`src/rtl/qawd_pkg.sv`:
```
package qawd_pkg;

  localparam int unsigned MAX_WIN_MS = 1024;
  localparam int unsigned TMR_W      = $clog2(MAX_WIN_MS + 1);
  localparam int unsigned CHAL_W     = 8;

  typedef logic [TMR_W-1:0]  ms_t;
  typedef logic [CHAL_W-1:0] chal_t;

  typedef enum logic [1:0] {
    EV_NONE = 2'd0,
    EV_GOOD = 2'd1,
    EV_BAD  = 2'd2
  } ev_e;

  // Window code to length in ticks; unsupported codes fall back to 3.
  function automatic ms_t code_to_len(input logic [3:0] code);
    ms_t len;
    case (code)
      4'd0: len = ms_t'(1);
      4'd1: len = ms_t'(2);
      4'd2: len = ms_t'(3);
      4'd3: len = ms_t'(4);
      4'd4, 4'd5, 4'd6, 4'd7,
      4'd8, 4'd9, 4'd10, 4'd11: len = ms_t'(1) << (code - 4'd1);
      default: len = ms_t'(3);
    endcase
    return len;
  endfunction

  // Shift-left LFSR, taps for x^8+x^6+x^5+x^4+1.
  function automatic chal_t lfsr_step(input chal_t s);
    return {s[6:0], s[7] ^ s[5] ^ s[4] ^ s[3]};
  endfunction

endpackage

```
`src/rtl/qawd_timer.sv`:
```
module qawd_timer
  import qawd_pkg::*;
#(
  parameter int unsigned INIT_MS = 256
) (
  input  logic clk,
  input  logic rst_n,
  input  logic tick,
  input  logic restart,
  input  logic init_mode,
  input  ms_t  win_len,
  output logic is_open,
  output logic expire
);

  ms_t cnt_q, cnt_d;
  ms_t len_cur, closed_len;

  always_comb begin
    len_cur    = init_mode ? ms_t'(INIT_MS) : win_len;
    closed_len = init_mode ? '0 : (win_len >> 1);
    is_open    = (cnt_q >= closed_len);
    expire     = tick && (cnt_q == (len_cur - ms_t'(1)));
  end

  always_comb begin
    cnt_d = cnt_q;
    if (restart) begin
      cnt_d = '0;
    end else if (tick) begin
      cnt_d = cnt_q + ms_t'(1);
    end
  end

  always_ff @(posedge clk or negedge rst_n) begin
    if (!rst_n) begin
      cnt_q <= '0;
    end else begin
      cnt_q <= cnt_d;
    end
  end

endmodule

```
`src/rtl/qawd_lfsr.sv`:
```
module qawd_lfsr
  import qawd_pkg::*;
#(
  parameter chal_t DEF_SEED = 8'hA5
) (
  input  logic  clk,
  input  logic  rst_n,
  input  logic  advance,
  input  logic  load,
  input  chal_t load_val,
  output chal_t state
);

  chal_t st_q, st_d;
  logic  st_en;

  always_comb begin
    st_en = advance || load;
    st_d  = advance ? lfsr_step(st_q) : load_val;
  end

  always_ff @(posedge clk or negedge rst_n) begin
    if (!rst_n) begin
      st_q <= DEF_SEED;
    end else if (st_en) begin
      st_q <= st_d;
    end
  end

  assign state = st_q;

endmodule

```
`src/rtl/qawd_errcnt.sv`:
```
module qawd_errcnt #(
  parameter int unsigned ERR_MAX = 6,
  parameter int unsigned ERR_UP  = 2,
  parameter int unsigned ERR_DN  = 1,
  localparam int unsigned EW     = $clog2(ERR_MAX + 1)
) (
  input  logic          clk,
  input  logic          rst_n,
  input  logic          good,
  input  logic          bad,
  output logic [EW-1:0] err,
  output logic          req
);

  localparam logic [EW-1:0] MAXV = EW'(ERR_MAX);
  localparam logic [EW-1:0] DNV  = EW'(ERR_DN);
  localparam logic [EW:0]   UPV  = (EW+1)'(ERR_UP);

  logic [EW-1:0] err_q, err_d;
  logic [EW:0]   up_sum;
  logic          req_q, req_d;

  always_comb begin
    up_sum = {1'b0, err_q} + UPV;
    err_d  = err_q;
    if (good) begin
      err_d = (err_q >= DNV) ? (err_q - DNV) : '0;
    end else if (bad) begin
      err_d = (up_sum >= {1'b0, MAXV}) ? MAXV : up_sum[EW-1:0];
    end
    req_d = req_q || (err_d == MAXV);
  end

  always_ff @(posedge clk or negedge rst_n) begin
    if (!rst_n) begin
      err_q <= '0;
      req_q <= 1'b0;
    end else begin
      err_q <= err_d;
      req_q <= req_d;
    end
  end

  assign err = err_q;
  assign req = req_q;

endmodule

```
`src/rtl/qa_watchdog.sv`:
```
module qa_watchdog
  import qawd_pkg::*;
#(
  parameter int unsigned INIT_MS  = 256,
  parameter logic [3:0]  DEF_CODE = 4'd2,
  parameter logic [7:0]  DEF_SEED = 8'hA5,
  parameter int unsigned REF_W    = 8,
  parameter int unsigned ERR_MAX  = 6,
  parameter int unsigned ERR_UP   = 2,
  parameter int unsigned ERR_DN   = 1,
  localparam int unsigned EW      = $clog2(ERR_MAX + 1)
) (
  input  logic             clk,
  input  logic             rst_n,
  input  logic             tick_ms,
  input  logic             cfg_win_we,
  input  logic [3:0]       cfg_win_code,
  input  logic             seed_we,
  input  logic [7:0]       seed_val,
  input  logic             ans_valid,
  input  logic [7:0]       ans_data,
  output logic [7:0]       challenge,
  output logic [EW-1:0]    err_count,
  output logic [REF_W-1:0] refresh_count,
  output logic             refresh_ok,
  output logic             refresh_bad,
  output logic             reset_req
);

  logic             init_q, init_d;
  logic [3:0]       code_q;
  logic             code_en;
  ms_t              win_len;
  logic             is_open, expire;
  logic             ans_good, ev_good, ev_bad, restart, seed_load;
  ev_e              ev_q, ev_d;
  logic [REF_W-1:0] ref_q, ref_d;
  chal_t            chal;

  // Next-state logic
  always_comb begin
    win_len   = code_to_len(code_q);
    ans_good  = ans_valid && is_open && (ans_data == ~chal);
    ev_good   = ans_good;
    ev_bad    = (ans_valid && !ans_good) || (!ans_valid && expire);
    restart   = ans_valid || expire;
    init_d    = init_q && !ev_good;
    code_en   = cfg_win_we && init_q;
    seed_load = seed_we && init_q && (seed_val != '0) && !ev_good;
    ref_d     = ev_good ? (ref_q + REF_W'(1)) : ref_q;
    ev_d      = ev_good ? EV_GOOD : (ev_bad ? EV_BAD : EV_NONE);
  end

  // Registers
  always_ff @(posedge clk or negedge rst_n) begin
    if (!rst_n) begin
      init_q <= 1'b1;
      code_q <= DEF_CODE;
      ev_q   <= EV_NONE;
      ref_q  <= '0;
    end else begin
      init_q <= init_d;
      if (code_en) begin
        code_q <= cfg_win_code;
      end
      ev_q  <= ev_d;
      ref_q <= ref_d;
    end
  end

  qawd_timer #(
    .INIT_MS (INIT_MS)
  ) u_timer (
    .clk       (clk),
    .rst_n     (rst_n),
    .tick      (tick_ms),
    .restart   (restart),
    .init_mode (init_q),
    .win_len   (win_len),
    .is_open   (is_open),
    .expire    (expire)
  );

  qawd_lfsr #(
    .DEF_SEED (DEF_SEED)
  ) u_lfsr (
    .clk      (clk),
    .rst_n    (rst_n),
    .advance  (ev_good),
    .load     (seed_load),
    .load_val (seed_val),
    .state    (chal)
  );

  qawd_errcnt #(
    .ERR_MAX (ERR_MAX),
    .ERR_UP  (ERR_UP),
    .ERR_DN  (ERR_DN)
  ) u_err (
    .clk   (clk),
    .rst_n (rst_n),
    .good  (ev_good),
    .bad   (ev_bad),
    .err   (err_count),
    .req   (reset_req)
  );

  assign challenge     = chal;
  assign refresh_count = ref_q;
  assign refresh_ok    = (ev_q == EV_GOOD);
  assign refresh_bad   = (ev_q == EV_BAD);

endmodule

```
`config.mk`:
```
export PLATFORM = sky130hd
export DESIGN_NAME = qa_watchdog
export DESIGN_NICKNAME = d
export VERILOG_FILES = /design/src/rtl/qawd_pkg.sv /design/src/rtl/qawd_timer.sv /design/src/rtl/qawd_lfsr.sv /design/src/rtl/qawd_errcnt.sv /design/src/rtl/qa_watchdog.sv
export SDC_FILE = /design/constraint.sdc
export NUM_CORES = 1
export LEC_CHECK = 0
export BUFFER_PORTS_ARGS = -buffer_cell sky130_fd_sc_hd__buf_2
export CORE_MARGIN = 5
export CORE_UTILIZATION = 29
export DETAILED_ROUTE_END_ITERATION = 8
export PLACE_DENSITY_LB_ADDON = 0.15
export SYNTH_ARGS = -nofsm -noshare
export SYNTH_HDL_FRONTEND = slang
export SYNTH_HIERARCHICAL = 1
export SYNTH_SLANG_ARGS = --single-unit
```
`constraint.sdc`:
```
create_clock -name clk -period 4.7 [get_ports clk]
set_input_delay 0.47 -clock clk [delete_from_list [all_inputs] [get_ports clk]]
set_output_delay 0.47 -clock clk [all_outputs]
set_load 0.1 [all_outputs]
```
==> results.txt <==
The number of detailed-route iterations in the first pass is 4. The area of the die came out at 11900 um^2. TritonCTS built the clock tree. The post-route standard cell area excluding fillers came out at 3340 um^2. For this run, asynchronously set or reset flops after synthesis account for 100%. The proportion of synthesized chip area in sequential cells is around a third. The critical setup path kind is flip-flop to flip-flop. The number of cells after detailed placement came out at around 480. The post-CTS setup buffer count came out at 0. The total power density per cell area came out at between 200 and 250 nW/um^2. After detailed routing, the number of remaining DRC violations is 0. The setup violation total in the final timing report came out at 0. The total clock buffers created by CTS came out at 5. The final setup skew is 0.00447 ns. The library cell used as clock root buffer is sky130_fd_sc_hd__clkbuf_8. Buffers inserted to repair hold after CTS numbered 0. The largest net degree at the start of global routing is 39. The hold slack came out at 0.286 ns.

The cell type contributing the most total cell area after synthesis is sky130_fd_sc_hd__dfrtp_1. The proportion of power drawn by flip-flops and latches is 44.9%. The post-route netlist has approximately 23% of its cells at a drive strength greater than 1. STA classifies the critical path endpoint as a flip-flop.

The run finished with clean final reports. Measured on the finished design, the core utilization comes to 34.5%. The switching share of power came out at 30.6%.

The time the final worst path needs with I/O delays and setup is 4.26 ns. For this block, the initial DRC count from the detailed router was 80. The remaining antenna violation count after routing came out at 0.

Data arrives at the worst endpoint at 4.43 ns. Dividing the final minimum period by the clock period gives 90.6%. The number of global-route vias before repair came out at 2398. The net total in the final layout came out at 402.

The CTS clock-pin slew for the worst setup and hold paths is 0.08 ns. The post-synthesis net count came out at roughly 350. Setup repair after global routing left no endpoint under its margin.

The largest fanout of any net on the critical path is 17. The worst path meets setup with 0.442 ns of slack. The overall via count from detail_route is ~2400.

The area overhead of the layout relative to synthesis is 17.3%. The slew at the pin closest to its max-slew limit is about 0.85 ns. The residual overflow from global routing is 0. In this run the cell area measured after placement is 3230 um^2. For this block, the routed nets add up to 6880 um of wire. The count of antenna diodes in the layout is 0. Max-cap violations in this run came to 0. The standard-cell row count is 36. The share of power burned in the clock network is 35.5%.

The H-tree level count is 2. The count of final max-slew check failures is 0. The cell internal power dissipation came out at 537 uW. The number of flops mapped to enable cells by yosys is 0. The total power draw came out at 774 uW. Across every metal layer, demand over resource in global routing totals between 10% and 20%.

The number of synthesized register bits is 38. In this run the static leakage power is 1.54 nW. Ranked by total cell area, the synthesized netlist is headed by sky130_fd_sc_hd__dfrtp_1, sky130_fd_sc_hd__ha_1, sky130_fd_sc_hd__xor2_1.

In this run, distinct cell masters in the synthesized netlist total 61. VDD sags by at most roughly 0.13 mV. The die width is 109 um.

Measured against its own limit, the worst slew margin works out to 43.4%. Clock latency on the worst-skew pair, taken at its later pin, is between 0.2 and 0.3 ns. Dividing the detail-routed via count by the number of cells gives 4.87. For this run, the top clock speed supported by timing is 0.235 GHz. The final routed wire length divided by cell count is between 10 and 15 um. The total of cells resized after clock tree synthesis came out at 0.

The worst path required time is 4.88 ns. The count of pins on the block boundary came out at 48. The yosys synthesis warning count came out at 6.

The number of endpoints with negative hold slack in the final report is 0. The power spent charging and discharging nets came out at between 200 and 250 uW. Of the total power, combinational logic draws 19.6%.

The number of input and output port buffers inserted came out at 47. The number of sinks on the clock net is 38. The worst setup timing slack at the placement stage came out at 0.452 ns. The cell area that synthesis handed to floorplanning was 2850 um^2. In this run the worst hold path is classified as primary input to async pin. The share of Yosys cell area claimed by the top area cell type is between 20% and 30%. The mean area per synthesized cell came out at 9.22 um^2. Counting along the longest clock path gives a buffer depth of 2. Synthesis produced 309 cells.

The aggregate negative setup slack is 0 ns. The placeable core region came out at 9680 um^2. The chip height came out at 109 um.

The critical path startpoint category is a flip-flop. The total half-perimeter wirelength after legalization and detailed placement is 5300 um. The first global-routing pass estimated 11600 um of wire.

Among all flip-flop cells after synthesis, the most frequent one is sky130_fd_sc_hd__dfrtp_1. The initial antenna violation count is 0. The number of non-filler instances in the completed layout is 491. At the end of routability-driven placement, the weighted congestion stood at 0.806. The initial core utilization is 29.4%.
path summary, 6_finish.rpt:
kind                                 startpoint               end  slack, ns  cells after the start
worst max-delay path                  code_q[2]         u_err/req       0.44                     15
worst min-delay path                      rst_n         u_err/req       0.29                      1
worst max register to register        code_q[2]         u_err/req       0.44                     15
worst min register to register        u_err/req         u_err/req       0.47                      1
max in group asynchronous                 rst_n  u_timer/cnt_q[6]       3.88                      1
min in group clk                cfg_win_code[2]         code_q[2]       0.41                      2
final cells by class:
cell class / count / area (um^2)
multi-input cells: 247 / 1790
repair buffers: 52 / 273
clock inverters: 3 / 40.0
fillers: 996 / 6340
inverters: 13 / 48.8
flip-flops and latches: 38 / 958
well taps: 133 / 166
clock buffers: 5 / 68.8
cell usage after synthesis, types with 2 or more instances:
cell type,count
sky130_fd_sc_hd__dfrtp_1,32
sky130_fd_sc_hd__nand2_1,31
sky130_fd_sc_hd__xor2_1,26
sky130_fd_sc_hd__nor2_1,21
sky130_fd_sc_hd__ha_1,19
sky130_fd_sc_hd__o21ai_0,14
sky130_fd_sc_hd__inv_1,13
sky130_fd_sc_hd__xnor2_1,12
sky130_fd_sc_hd__a21oi_1,10
sky130_fd_sc_hd__nor4_1,10
sky130_fd_sc_hd__nor3_1,9
sky130_fd_sc_hd__mux2i_1,8
sky130_fd_sc_hd__nand2b_1,8
sky130_fd_sc_hd__clkbuf_1,7
sky130_fd_sc_hd__nand3_1,7
sky130_fd_sc_hd__dfstp_2,6
sky130_fd_sc_hd__nand4_1,5
sky130_fd_sc_hd__o211ai_1,5
sky130_fd_sc_hd__a211oi_1,4
sky130_fd_sc_hd__mux2_2,4
sky130_fd_sc_hd__nor2b_1,4
sky130_fd_sc_hd__a21o_1,3
sky130_fd_sc_hd__and2b_1,3
sky130_fd_sc_hd__a211o_1,2
sky130_fd_sc_hd__and3_1,2
sky130_fd_sc_hd__and4b_1,2
sky130_fd_sc_hd__buf_2,2
sky130_fd_sc_hd__nand3_2,2
sky130_fd_sc_hd__o2111ai_1,2
sky130_fd_sc_hd__o21ai_1,2
sky130_fd_sc_hd__o221ai_1,2
sky130_fd_sc_hd__o31ai_1,2
sky130_fd_sc_hd__or3_1,2
power by group through the flow:
stage | clock [mW] | sequential, mW | combinational [mW]
3_3_place_gp | 0 | 0.355 | 0.154
5_1_grt | 0.303 | 0.350 | 0.166
2_1_floorplan | 0 | 0.399 | 0.0647
6_report | 0.275 | 0.348 | 0.152
3_5_place_dp | 0 | 0.355 | 0.153
4_1_cts | 0.287 | 0.348 | 0.154
routing by layer:
| layer | up-vias | track usage (%) | routed length (um) |
|---|---|---|---|
| met2 | 61 | 19.3 | 3160 |
| met1 | 1119 | 17.0 | 3370 |
| li1 | 1204 | - | - |
| met5 | - | 0 | 0 |
| met3 | 6 | 2.19 | 273 |
| met4 | 0 | 2.98 | 68 |
flip-flops by register name, indices dropped and copies added (netlist names):
register	flops
init_q	1
code_q	4
ev_q	2
u_lfsr/state	8
u_err/req	1
refresh_count	8
u_timer/cnt_q	11
u_err/err	3
worst max-delay path, cell delays in order (launching register included):
cell and delay (ns):
sky130_fd_sc_hd__dfrtp_1 0.39, sky130_fd_sc_hd__inv_1 0.07, sky130_fd_sc_hd__ha_1 0.40, sky130_fd_sc_hd__nand2_1 0.14
sky130_fd_sc_hd__nor3_1 0.58, sky130_fd_sc_hd__nand2b_1 0.19, sky130_fd_sc_hd__ha_1 0.31, sky130_fd_sc_hd__o211ai_1 0.10
sky130_fd_sc_hd__o41ai_1 0.48, sky130_fd_sc_hd__nand3_2 0.27, sky130_fd_sc_hd__nor3_4 0.31, sky130_fd_sc_hd__buf_4 0.25
sky130_fd_sc_hd__nor2_1 0.06, sky130_fd_sc_hd__a22oi_1 0.19, sky130_fd_sc_hd__o211ai_1 0.16, sky130_fd_sc_hd__a41o_1 0.24
layout by cell type, fill, tap and decap left out, drive strengths merged, types with 2 or more instances in the layout:
cell type | netlist | routed
or4 | 2 | 2
nand2 | 31 | 31
a21oi | 10 | 10
a211oi | 4 | 4
nand4 | 6 | 6
mux2i | 8 | 8
ha | 19 | 19
a21o | 3 | 3
and4b | 2 | 2
or3 | 2 | 2
o21ai | 16 | 16
o211ai | 6 | 6
mux2 | 5 | 5
dfrtp | 32 | 32
inv | 13 | 13
o2111ai | 2 | 2
nand2b | 8 | 8
dfstp | 6 | 6
nor3 | 11 | 11
nand3 | 9 | 9
a211o | 2 | 2
clkinv | 0 | 2
and2b | 3 | 3
clkbuf | 7 | 5
and3 | 2 | 2
xor2 | 26 | 26
o221ai | 2 | 2
nor2b | 4 | 4
xnor2 | 12 | 12
o31ai | 2 | 2
nor2 | 21 | 21
buf | 4 | 52
nor4 | 10 | 10
kinds of logic (layout without fill, tap and decap cells):
group | count (synthesis) | in the layout | share of synthesized area (%)
AOI/OAI and AO/OA | 58 | 58 | 14.2
adders and majority gates | 19 | 19 | 8.35
xor gates and xnor gates | 39 | 39 | 12.5
DFF | 38 | 38 | 33.7
muxes | 13 | 13 | 4.92
and+or+nand+nor | 118 | 118 | 22.8
buffers and inverters | 24 | 73 | 3.65
Power figures use the tool's default switching activity.
